## src/rtl/pte_chk_pkg.sv

```systemverilog
package pte_chk_pkg;

  localparam int ENT_W  = 64;
  localparam int PG_MIN = 12;

  localparam int BIT_VALID = 0;
  localparam int BIT_DIRTY = 1;
  localparam int LVL_LO    = 2;
  localparam int BIT_NOREAD = 61;
  localparam int BIT_NOEXEC = 62;
  localparam int BIT_RSTLVL = 63;
  localparam int NARROW_TOP = 31;

  typedef enum logic [1:0] {
    ACC_LOAD  = 2'd0,
    ACC_STORE = 2'd1,
    ACC_FETCH = 2'd2,
    ACC_ALT   = 2'd3
  } acc_e;

  typedef enum logic [2:0] {
    RES_MATCH   = 3'd0,
    RES_INVALID = 3'd1,
    RES_EXEC    = 3'd2,
    RES_READ    = 3'd3,
    RES_PRIV    = 3'd4,
    RES_DIRTY   = 3'd5
  } res_e;

  typedef struct packed {
    logic       valid;
    logic       dirty;
    logic [1:0] lvl;
    logic       noexec;
    logic       noread;
    logic       rstlvl;
  } pte_attr_t;

endpackage

```

## src/rtl/pte_field_decode.sv

```systemverilog
module pte_field_decode
  import pte_chk_pkg::*;
#(
  parameter int PA_W = 48,
  localparam int FR_W = PA_W - PG_MIN
) (
  input  logic [ENT_W-1:0] pte_i,
  input  logic             fmt32_i,
  output pte_attr_t        attr_o,
  output logic [FR_W-1:0]  frame_o
);

  localparam int NARROW_FR = NARROW_TOP - PG_MIN + 1;

  logic unused_bits;
  assign unused_bits = ^{pte_i[PG_MIN-1:LVL_LO+2], pte_i[BIT_NOREAD-1:PA_W]};

  always_comb begin
    attr_o.valid = pte_i[BIT_VALID];
    attr_o.dirty = pte_i[BIT_DIRTY];
    attr_o.lvl   = pte_i[LVL_LO +: 2];
    if (fmt32_i) begin
      attr_o.noexec = 1'b0;
      attr_o.noread = 1'b0;
      attr_o.rstlvl = 1'b0;
      frame_o       = {{(FR_W-NARROW_FR){1'b0}}, pte_i[NARROW_TOP:PG_MIN]};
    end else begin
      attr_o.noexec = pte_i[BIT_NOEXEC];
      attr_o.noread = pte_i[BIT_NOREAD];
      attr_o.rstlvl = pte_i[BIT_RSTLVL];
      frame_o       = pte_i[PA_W-1:PG_MIN];
    end
  end

endmodule

```

## src/rtl/pte_fault_rank.sv

```systemverilog
module pte_fault_rank
  import pte_chk_pkg::*;
(
  input  pte_attr_t  attr_i,
  input  logic [1:0] acc_i,
  input  logic [1:0] cur_lvl_i,
  output res_e       res_o
);

  logic is_fetch, is_load, is_store, lvl_bad;

  always_comb begin
    is_fetch = (acc_i == ACC_FETCH);
    is_store = (acc_i == ACC_STORE);
    is_load  = (acc_i == ACC_LOAD) || (acc_i == ACC_ALT);
    if (attr_i.rstlvl) lvl_bad = (cur_lvl_i != attr_i.lvl);
    else               lvl_bad = (cur_lvl_i > attr_i.lvl);

    if (!attr_i.valid)                  res_o = RES_INVALID;
    else if (is_fetch && attr_i.noexec) res_o = RES_EXEC;
    else if (is_load && attr_i.noread)  res_o = RES_READ;
    else if (lvl_bad)                   res_o = RES_PRIV;
    else if (is_store && !attr_i.dirty) res_o = RES_DIRTY;
    else                                res_o = RES_MATCH;
  end

endmodule

```

## src/rtl/pte_paddr_build.sv

```systemverilog
module pte_paddr_build
  import pte_chk_pkg::*;
#(
  parameter int PA_W = 48,
  localparam int FR_W = PA_W - PG_MIN
) (
  input  logic [FR_W-1:0] frame_i,
  input  logic [5:0]      shift_i,
  input  logic [PA_W-1:0] va_lo_i,
  output logic [PA_W-1:0] pa_o
);

  logic [PA_W-1:0] keep_hi;
  logic [PA_W-1:0] frame_pos;

  // keep_hi[b] is set for bits at or above the page shift
  for (genvar b = 0; b < PA_W; b++) begin : g_mask
    assign keep_hi[b] = (b >= int'(shift_i));
  end

  assign frame_pos = {frame_i, {PG_MIN{1'b0}}};
  assign pa_o      = (frame_pos & keep_hi) | (va_lo_i & ~keep_hi);

endmodule

```

## src/rtl/pte_perm_check.sv

```systemverilog
module pte_perm_check
  import pte_chk_pkg::*;
#(
  parameter int PA_W = 48,
  parameter int VA_W = 64,
  localparam int FR_W = PA_W - PG_MIN
) (
  input  logic             clk,
  input  logic             rst,
  input  logic [ENT_W-1:0] pte_i,
  input  logic [5:0]       pg_shift_i,
  input  logic [1:0]       acc_type_i,
  input  logic [1:0]       cur_lvl_i,
  input  logic             fmt32_i,
  input  logic [VA_W-1:0]  vaddr_i,
  output logic [2:0]       result_o,
  output logic [PA_W-1:0]  paddr_o,
  output logic             perm_rd_o,
  output logic             perm_wr_o,
  output logic             perm_ex_o,
  output logic [1:0]       page_lvl_o
);

  pte_attr_t       attr;
  logic [FR_W-1:0] frame;
  res_e            res_c;
  logic [PA_W-1:0] pa_c;
  logic            hit;

  logic unused_va;
  assign unused_va = ^vaddr_i[VA_W-1:PA_W];

  pte_field_decode #(.PA_W(PA_W)) u_decode (
    .pte_i   (pte_i),
    .fmt32_i (fmt32_i),
    .attr_o  (attr),
    .frame_o (frame)
  );

  pte_fault_rank u_rank (
    .attr_i    (attr),
    .acc_i     (acc_type_i),
    .cur_lvl_i (cur_lvl_i),
    .res_o     (res_c)
  );

  pte_paddr_build #(.PA_W(PA_W)) u_addr (
    .frame_i (frame),
    .shift_i (pg_shift_i),
    .va_lo_i (vaddr_i[PA_W-1:0]),
    .pa_o    (pa_c)
  );

  assign hit = (res_c == RES_MATCH);

  always_ff @(posedge clk) begin
    if (rst) begin
      result_o   <= RES_INVALID;
      paddr_o    <= '0;
      perm_rd_o  <= 1'b0;
      perm_wr_o  <= 1'b0;
      perm_ex_o  <= 1'b0;
      page_lvl_o <= 2'd0;
    end else begin
      result_o   <= res_c;
      paddr_o    <= hit ? pa_c : '0;
      perm_rd_o  <= hit;
      perm_wr_o  <= hit & attr.dirty;
      perm_ex_o  <= hit & ~attr.noexec;
      page_lvl_o <= hit ? attr.lvl : 2'd0;
    end
  end

  AST_INVALID_WINS: assert property (@(posedge clk) disable iff (rst)
    (!$past(rst) && !$past(pte_i[BIT_VALID])) |-> result_o == RES_INVALID);

  AST_STORE_NEEDS_DIRTY: assert property (@(posedge clk) disable iff (rst)
    (!$past(rst) && result_o == RES_MATCH && $past(acc_type_i) == ACC_STORE)
      |-> $past(pte_i[BIT_DIRTY]));

  AST_NARROW_NO_INHIBIT: assert property (@(posedge clk) disable iff (rst)
    (!$past(rst) && $past(fmt32_i)) |-> (result_o != RES_EXEC && result_o != RES_READ));

  AST_PAGE_OFFSET: assert property (@(posedge clk) disable iff (rst)
    (!$past(rst) && result_o == RES_MATCH) |-> paddr_o[PG_MIN-1:0] == $past(vaddr_i[PG_MIN-1:0]));

  AST_READ_ON_MATCH: assert property (@(posedge clk) disable iff (rst)
    (result_o == RES_MATCH) |-> perm_rd_o);

  AST_QUIET_FAULT: assert property (@(posedge clk) disable iff (rst)
    (result_o != RES_MATCH) |-> (paddr_o == '0 && !perm_rd_o && !perm_wr_o && !perm_ex_o && page_lvl_o == 2'd0));

endmodule

```

## config.mk

```make
export PLATFORM = sky130hd
export DESIGN_NAME = pte_perm_check
export DESIGN_NICKNAME = d
export VERILOG_FILES = /design/src/rtl/pte_chk_pkg.sv /design/src/rtl/pte_field_decode.sv /design/src/rtl/pte_fault_rank.sv /design/src/rtl/pte_paddr_build.sv /design/src/rtl/pte_perm_check.sv
export SDC_FILE = /design/constraint.sdc
export NUM_CORES = 1
export LEC_CHECK = 0
export CORE_UTILIZATION = 35
export CTS_CLUSTER_DIAMETER = 120
export DETAILED_ROUTE_END_ITERATION = 10
export GPL_TIMING_DRIVEN = 1
export HOLD_SLACK_MARGIN = 0.12
export MAX_ROUTING_LAYER = met4
export PLACE_DENSITY_LB_ADDON = 0.25
export RECOVER_POWER = 25
export SLEW_MARGIN = 25
export SYNTH_ARGS = -nofsm -noshare
export SYNTH_HDL_FRONTEND = slang
export SYNTH_SLANG_ARGS = --single-unit
export TNS_END_PERCENT = 5
```

## constraint.sdc

```tcl
create_clock -name clk -period 3.5 [get_ports clk]
set_input_delay 0.7 -clock clk [delete_from_list [all_inputs] [get_ports clk]]
set_output_delay 0.7 -clock clk [all_outputs]
set_load 0.05 [all_outputs]
```

* Yosys cells after proc, flatten, opt, wreduce, memory -nomap -nowiden
Index checks and enable logic that the tools add are counted.
** Operators by class
- Bitwise operators :: 8
- Equal/unequal tests :: 4
- Order comparisons :: 49
- Mux-type cells :: 8
- Reductions and logical operators :: 8
** Operators by type and width (number)
- AND 48 bit :: 2
- >= comparator 5 x 6 -> 1 bit, first input constant :: 16
- >= comparator 6 bit, first input constant :: 16
- >= comparator 4 x 6 -> 1 bit, first input constant :: 8
- NOT 48 bit :: 1
- bitwise OR 48 bit :: 1
- two-way mux 36 bit :: 1
- >= comparator 3 x 6 -> 1 bit, first input constant :: 4
- two-way mux 3 bit :: 6
- >= comparator 1 x 6 -> 1 bit, first input constant :: 2
- >= comparator 2 x 6 -> 1 bit, first input constant :: 2
- equality test 2 bit, second input constant :: 2
- logical AND 1 bit :: 3
- logical NOT 3 bit :: 1
- AND 1 bit :: 2
- equality test 2 x 1 -> 1 bit, second input constant :: 1
- > comparator 2 bit :: 1
- logical NOT 2 bit :: 1
- inequality test 2 bit :: 1
- NOT 1 bit :: 2
- OR reduction 2 bit :: 1
- logical NOT 1 bit :: 1
- logical OR 1 bit :: 1
- two-way mux 1 bit :: 1
** Word-level totals
- Input bits :: 141
- Register bits :: 56

* Longest topological paths before layout
- Depth after elaboration :: 10
- Gate-level depth with buffers :: 9

* Modules after synthesis
A second synthesis with hierarchy kept.
** Unflattened totals
- Cell total of the unflattened synthesis :: 307
- Area, all modules :: 2874.0 µm²
** Modules (own cells, without submodules)
- pte_perm_check :: area each 1511.4 µm², times used 1, cells an instance 117
- pte_paddr_build :: area each 908.4 µm², times used 1, cells an instance 127
- pte_field_decode :: area each 316.6 µm², times used 1, cells an instance 44
- pte_fault_rank :: area each 137.6 µm², times used 1, cells an instance 19

* Worst setup path after synthesis
OpenSTA, ideal clock, no wires.
- Kind :: input-to-reg
- From :: input pte_i[3]
- To :: register paddr_o[23]
- Setup slack :: 1.245 ns
- Arrival time :: 2.191 ns
- Library setup time :: 0.065 ns
- Path buffers :: 3
- Stages :: 9
- Required time :: 3.435 ns
- Cells stage by stage :: inv_1 > ha_1 > nor2b_1 > o31a_1 > or3_1 > clkbuf_1 > buf_6 > buf_6 > nor2_1
** Between the ends
- Word-level cells in the longest chain between the ends :: 9
** RTL lines
- start, declared :: RTL line pte_perm_check.sv:10 : input logic [ENT_W-1:0] pte_i,
- > comparator 2 bit or inequality test 2 bit (tied branches) :: RTL line pte_fault_rank.sv:17, pte_fault_rank.sv:16
- two-way mux 1 bit * :: RTL line pte_fault_rank.sv:16 : if (attr_i.rstlvl) lvl_bad = (cur_lvl_i != attr_i.lvl);
- two-way mux 3 bit * :: RTL line pte_fault_rank.sv:22 : else if (lvl_bad) res_o = RES_PRIV;
- two-way mux 3 bit * :: RTL line pte_fault_rank.sv:21 : else if (is_load && attr_i.noread) res_o = RES_READ;
- two-way mux 3 bit * :: RTL line pte_fault_rank.sv:20 : else if (is_fetch && attr_i.noexec) res_o = RES_EXEC;
- two-way mux 3 bit * :: RTL line pte_fault_rank.sv:19 : if (!attr_i.valid) res_o = RES_INVALID;
- logical NOT 3 bit * :: RTL line pte_perm_check.sv:54 : assign hit = (res_c == RES_MATCH);
- NOT 1 bit (no line) *
- OR reduction 2 bit (no line) *
- end signal, assigned :: RTL line pte_perm_check.sv:66 : paddr_o <= hit ? pa_c : '0;
- end, declared :: RTL line pte_perm_check.sv:17 : output logic [PA_W-1:0] paddr_o,
Mark *: on every way between the ends. The rest lies on a longest branch, timed or not.
A chain may end at the register's enable or synchronous reset.

* Worst setup path in the final report
- From :: input acc_type_i[0]
- To :: register paddr_o[7]
** Between the ends
- Word-level cells in the longest chain between the ends :: 10
** RTL lines
- start, declared :: RTL line pte_perm_check.sv:12 : input logic [1:0] acc_type_i,
- equality test 2 x 1 -> 1 bit :: RTL line pte_fault_rank.sv:14 : is_store = (acc_i == ACC_STORE);
- logical AND 1 bit :: RTL line pte_fault_rank.sv:23 : else if (is_store && !attr_i.dirty) res_o = RES_DIRTY;
- two-way mux 3 bit :: RTL line pte_fault_rank.sv:23
- two-way mux 3 bit :: RTL line pte_fault_rank.sv:22
- two-way mux 3 bit :: RTL line pte_fault_rank.sv:21
- two-way mux 3 bit * :: RTL line pte_fault_rank.sv:20
- two-way mux 3 bit * :: RTL line pte_fault_rank.sv:19
- logical NOT 3 bit * :: RTL line pte_perm_check.sv:54
- NOT 1 bit (no line) *
- OR reduction 2 bit (no line) *
Marks and branches as above.

==> summary by stage <==
Synthesis
Yosys printed 0 warnings. The synthesized netlist occupies a cell area of 0.00244 mm^2. The post-synthesis net count is 424. The synthesized netlist devotes 2.05% of its cell area to adder and majority cells. The gate count of the mapped netlist is 279.

The xor and xnor area share after synthesis is 0%. The mux share of post-synthesis cell area is 11.1%. The compound-cell area share of the yosys netlist is 13.2%. Yosys mapped the design onto 40 distinct sky130hd cell types. The cell taking the most area after synthesis is sky130_fd_sc_hd__dfxtp_1.

The portion of the post-synthesis area used by sequential elements is 45.9%. The fraction of post-synthesis cell area in the top cell type by area is 45.9%. After synthesis, the cell types taking the most area are sky130_fd_sc_hd__dfxtp_1 (46%), sky130_fd_sc_hd__mux2i_1 (11%), sky130_fd_sc_hd__nor2_1 (6.9%). The main combinational cell family by area after synthesis is simple AND/OR/NAND/NOR gates.

In this run, synthesis produced a sequential element count of 56. The basic-gate share of the synthesized area counting and, or, nand and nor cells is 22.6%. The mean post-synth cell area is 8.75 um^2.

Timing
The worst pin sits at a relative slew slack of 58.5%. On the final layout, the worst hold slack is 0.931 ns. The setup TNS is 0 ns. Timing would allow up to 0.355 GHz. For the pin with the worst max-slew slack, the measured transition is 0.623 ns. Setup violations remaining at the end of the flow were counted as 0. The final period demand of the worst path is 2.81 ns. The final max-slew violation count was 0. The final-report hold violation count is 0.

The share of the clock period used by the worst path is 80.4%. Setup repair after global routing left no endpoint under its margin.

CTS
The library cell used as clock root buffer is sky130_fd_sc_hd__clkbuf_8. The cts-stage hold buffer count is 0. The TritonCTS buffer count is 5. The number of buffers added for setup after CTS is 0. The total of cells resized after clock tree synthesis is 0. The CTS tree is done. Counting every sink on the clock net gives 56. The clock transition at the registers of the reported paths is 0.09 ns.

The depth of the CTS H-tree is 2. In this run the deepest clock path goes through 2 buffers.

Critical path
Along the worst path, the maximum fanout reaches 31. The required arrival time at the worst endpoint is 3.74 ns. STA classifies the critical path startpoint as an input port. The most numerous cell type found on the critical path is sky130_fd_sc_hd__inv_1. The largest stage delay on the critical path is 0.55 ns. The type of the worst setup path is in -> reg.

For this design, the slowest cell found on the critical path is sky130_fd_sc_hd__dlygate4sd3_1. Data on the critical path arrives at its endpoint at 3.06 ns. The worst setup path is captured at a flip-flop. The signal on the critical path passes through dlygate4sd3_1 -> inv_1 -> ha_1 -> a22oi_1 -> o21ai_0 -> or3_2 -> buf_4 -> inv_1 -> and3_1.

Global route
The total congestion overflow is 0. The number of antenna violations at the first check in global routing is 0. The largest net degree at the start of global routing is 32. The via count of the first global-routing pass is 2370. The total routing resource utilization after global routing is 21.0%.

The first global-routing pass estimated 11600 um of wire.

Final layout
The relative area change from synthesis to final layout is 71.6%. The number of cells in the finished layout apart from fillers is 512. Of the cells placed in the final design, the portion with a size suffix greater than 1 is 4.40%. In the layout the commonest cells are sky130_fd_sc_hd__clkdlybuf4s50_1 (132), sky130_fd_sc_hd__dfxtp_1 (56), sky130_fd_sc_hd__nor2_1 (45). The number of antenna diodes in the final layout is 0.

The net count of the finished layout is 578. The most common library cell in the layout ignoring fill and taps is sky130_fd_sc_hd__clkdlybuf4s50_1. The finished layout cell area is 0.00419 mm^2.

Hold path
The path class of the tightest hold or removal check is in -> reg. The worst hold path passes through 3 cells.

Placement
Routability-driven placement finished with a final weighted congestion of 0.727. Including well taps, the total number of placed cells is 506. The HPWL after detailed placement is 5820 um. After detailed placement, the total cell area comes to 0.00409 mm^2. The number of port buffers is 159.

Floorplan
Row generation in the floorplan step produced 30 rows. From left edge to right edge, the die measures 85.5 um. The starting utilization of the core area is 36.1%. The top-level port count is 197.

The area of the core is 0.00676 mm^2. The floorplan step defined a die boundary enclosing 0.00732 mm^2. The height of the die is 85.5 um.

Routing
The first routing iteration left 88 violations. After detailed routing, the number of remaining DRC violations is 0. The overall via count from detail_route is 2513.

The via-per-instance ratio is 4.91. The number of nets with antenna violations after routing is 0. The routed wire length per instance is 14.5 um.

The final wirelength is 7410 um. The total iterations of the first detailed-routing run is 4.

Job
Max-cap violations in this run came to 0.

Power
The static leakage is 1.76 nW. The worst-case IR drop observed on VDD is 0.000163 V. For this design the ratio of total power to cell area is 345 mW/mm^2. The total power consumption of the routed design is 0.00144 W.

Outcome
The run finished with clean final reports.
-- metrics by stage --
step                util, %  worst slack, ns
floorplan                 -             1.24
global placement       60.6            0.523
detailed placement     60.6            0.443
CTS                    62.0            0.759
global route           62.0            0.506
finish                 62.0            0.685
-- kinds of logic (layout without fill, tap and decap cells) --
group / after synthesis / after routing
buffers and inverters: 26 / 179
flip-flops: 56 / 56
adder cells (fa/ha/maj): 4 / 4
AO/OA/AOI/OAI: 54 / 54
multiplexers: 27 / 27
AND/OR/NAND/NOR: 112 / 112
-- state kept, by name (all words and copies together) (netlist names) --
name and cells:
paddr_o 48, page_lvl_o 2, perm_rd_o 1, result_o 3, perm_ex_o 1, perm_wr_o 1
-- routing by layer --
layer | vias to the layer above | GRT usage [%] | wire length, um
met4 | 0 | 4.24 | 68
met5 | - | - | 0
li1 | 1258 | - | -
met3 | 6 | 5.00 | 436
met2 | 101 | 36.2 | 3760
met1 | 1148 | 25.0 | 3140
-- worst max-delay path, delay by kind of cell --
kind | cells | cell delay (ns)
simple gates | 2 | 0.68
buf+inv | 4 | 1.00
fa+ha+maj | 1 | 0.31
compound gates | 2 | 0.36
-- area by class of cell --
| cell class | instances | area [um^2] |
|---|---|---|
| flip-flops and latches | 56 | 1120 |
| well taps | 80 | 100 |
| multi-input cells | 197 | 1200 |
| repair buffers | 167 | 1650 |
| inverters | 6 | 22.5 |
| clock buffers | 5 | 68.8 |
| fillers | 574 | 2570 |
| clock inverters | 1 | 30.0 |
-- power breakdown --
part,leakage [nW],internal (W),switching [W]
Clock,0.0501,0.000206,0.000195
Sequential,0.454,0.000659,0.00000493
Combinational,1.26,0.000189,0.000190
-- synth_stat cells --
library cell,count
sky130_fd_sc_hd__or3b_1,1
sky130_fd_sc_hd__and4b_1,1
sky130_fd_sc_hd__and2_1,5
sky130_fd_sc_hd__nor2b_1,15
sky130_fd_sc_hd__buf_1,3
sky130_fd_sc_hd__or4b_1,1
sky130_fd_sc_hd__or2_2,3
sky130_fd_sc_hd__nor4b_1,1
sky130_fd_sc_hd__a41oi_1,1
sky130_fd_sc_hd__a22oi_1,1
sky130_fd_sc_hd__o21ai_0,16
sky130_fd_sc_hd__nand4b_1,1
sky130_fd_sc_hd__o41ai_1,2
sky130_fd_sc_hd__or2_1,1
sky130_fd_sc_hd__a41o_1,1
sky130_fd_sc_hd__o21ai_1,1
sky130_fd_sc_hd__mux2i_1,27
sky130_fd_sc_hd__ha_1,4
sky130_fd_sc_hd__nand2_1,20
sky130_fd_sc_hd__nand2b_1,1
sky130_fd_sc_hd__nand3b_1,3
sky130_fd_sc_hd__dfxtp_1,56
sky130_fd_sc_hd__buf_6,3
sky130_fd_sc_hd__nor3b_1,3
sky130_fd_sc_hd__a211oi_1,3
sky130_fd_sc_hd__nor2_1,45
sky130_fd_sc_hd__o221ai_1,1
sky130_fd_sc_hd__a31oi_1,4
sky130_fd_sc_hd__or3_1,2
sky130_fd_sc_hd__o211a_1,1
sky130_fd_sc_hd__nand3_1,7
sky130_fd_sc_hd__o31a_1,1
sky130_fd_sc_hd__o211ai_1,1
sky130_fd_sc_hd__o31ai_1,1
sky130_fd_sc_hd__a21oi_1,19
sky130_fd_sc_hd__inv_1,6
sky130_fd_sc_hd__clkbuf_1,9
sky130_fd_sc_hd__and3_1,2
sky130_fd_sc_hd__buf_2,5
sky130_fd_sc_hd__a31o_2,1
-- worst paths after layout --
path / from / endpoint / slack [ns]
setup / recovery: acc_type_i[0] / paddr_o[7] / 0.69
hold / removal: vaddr_i[10] / paddr_o[10] / 0.93
Power figures use the tool's default switching activity.
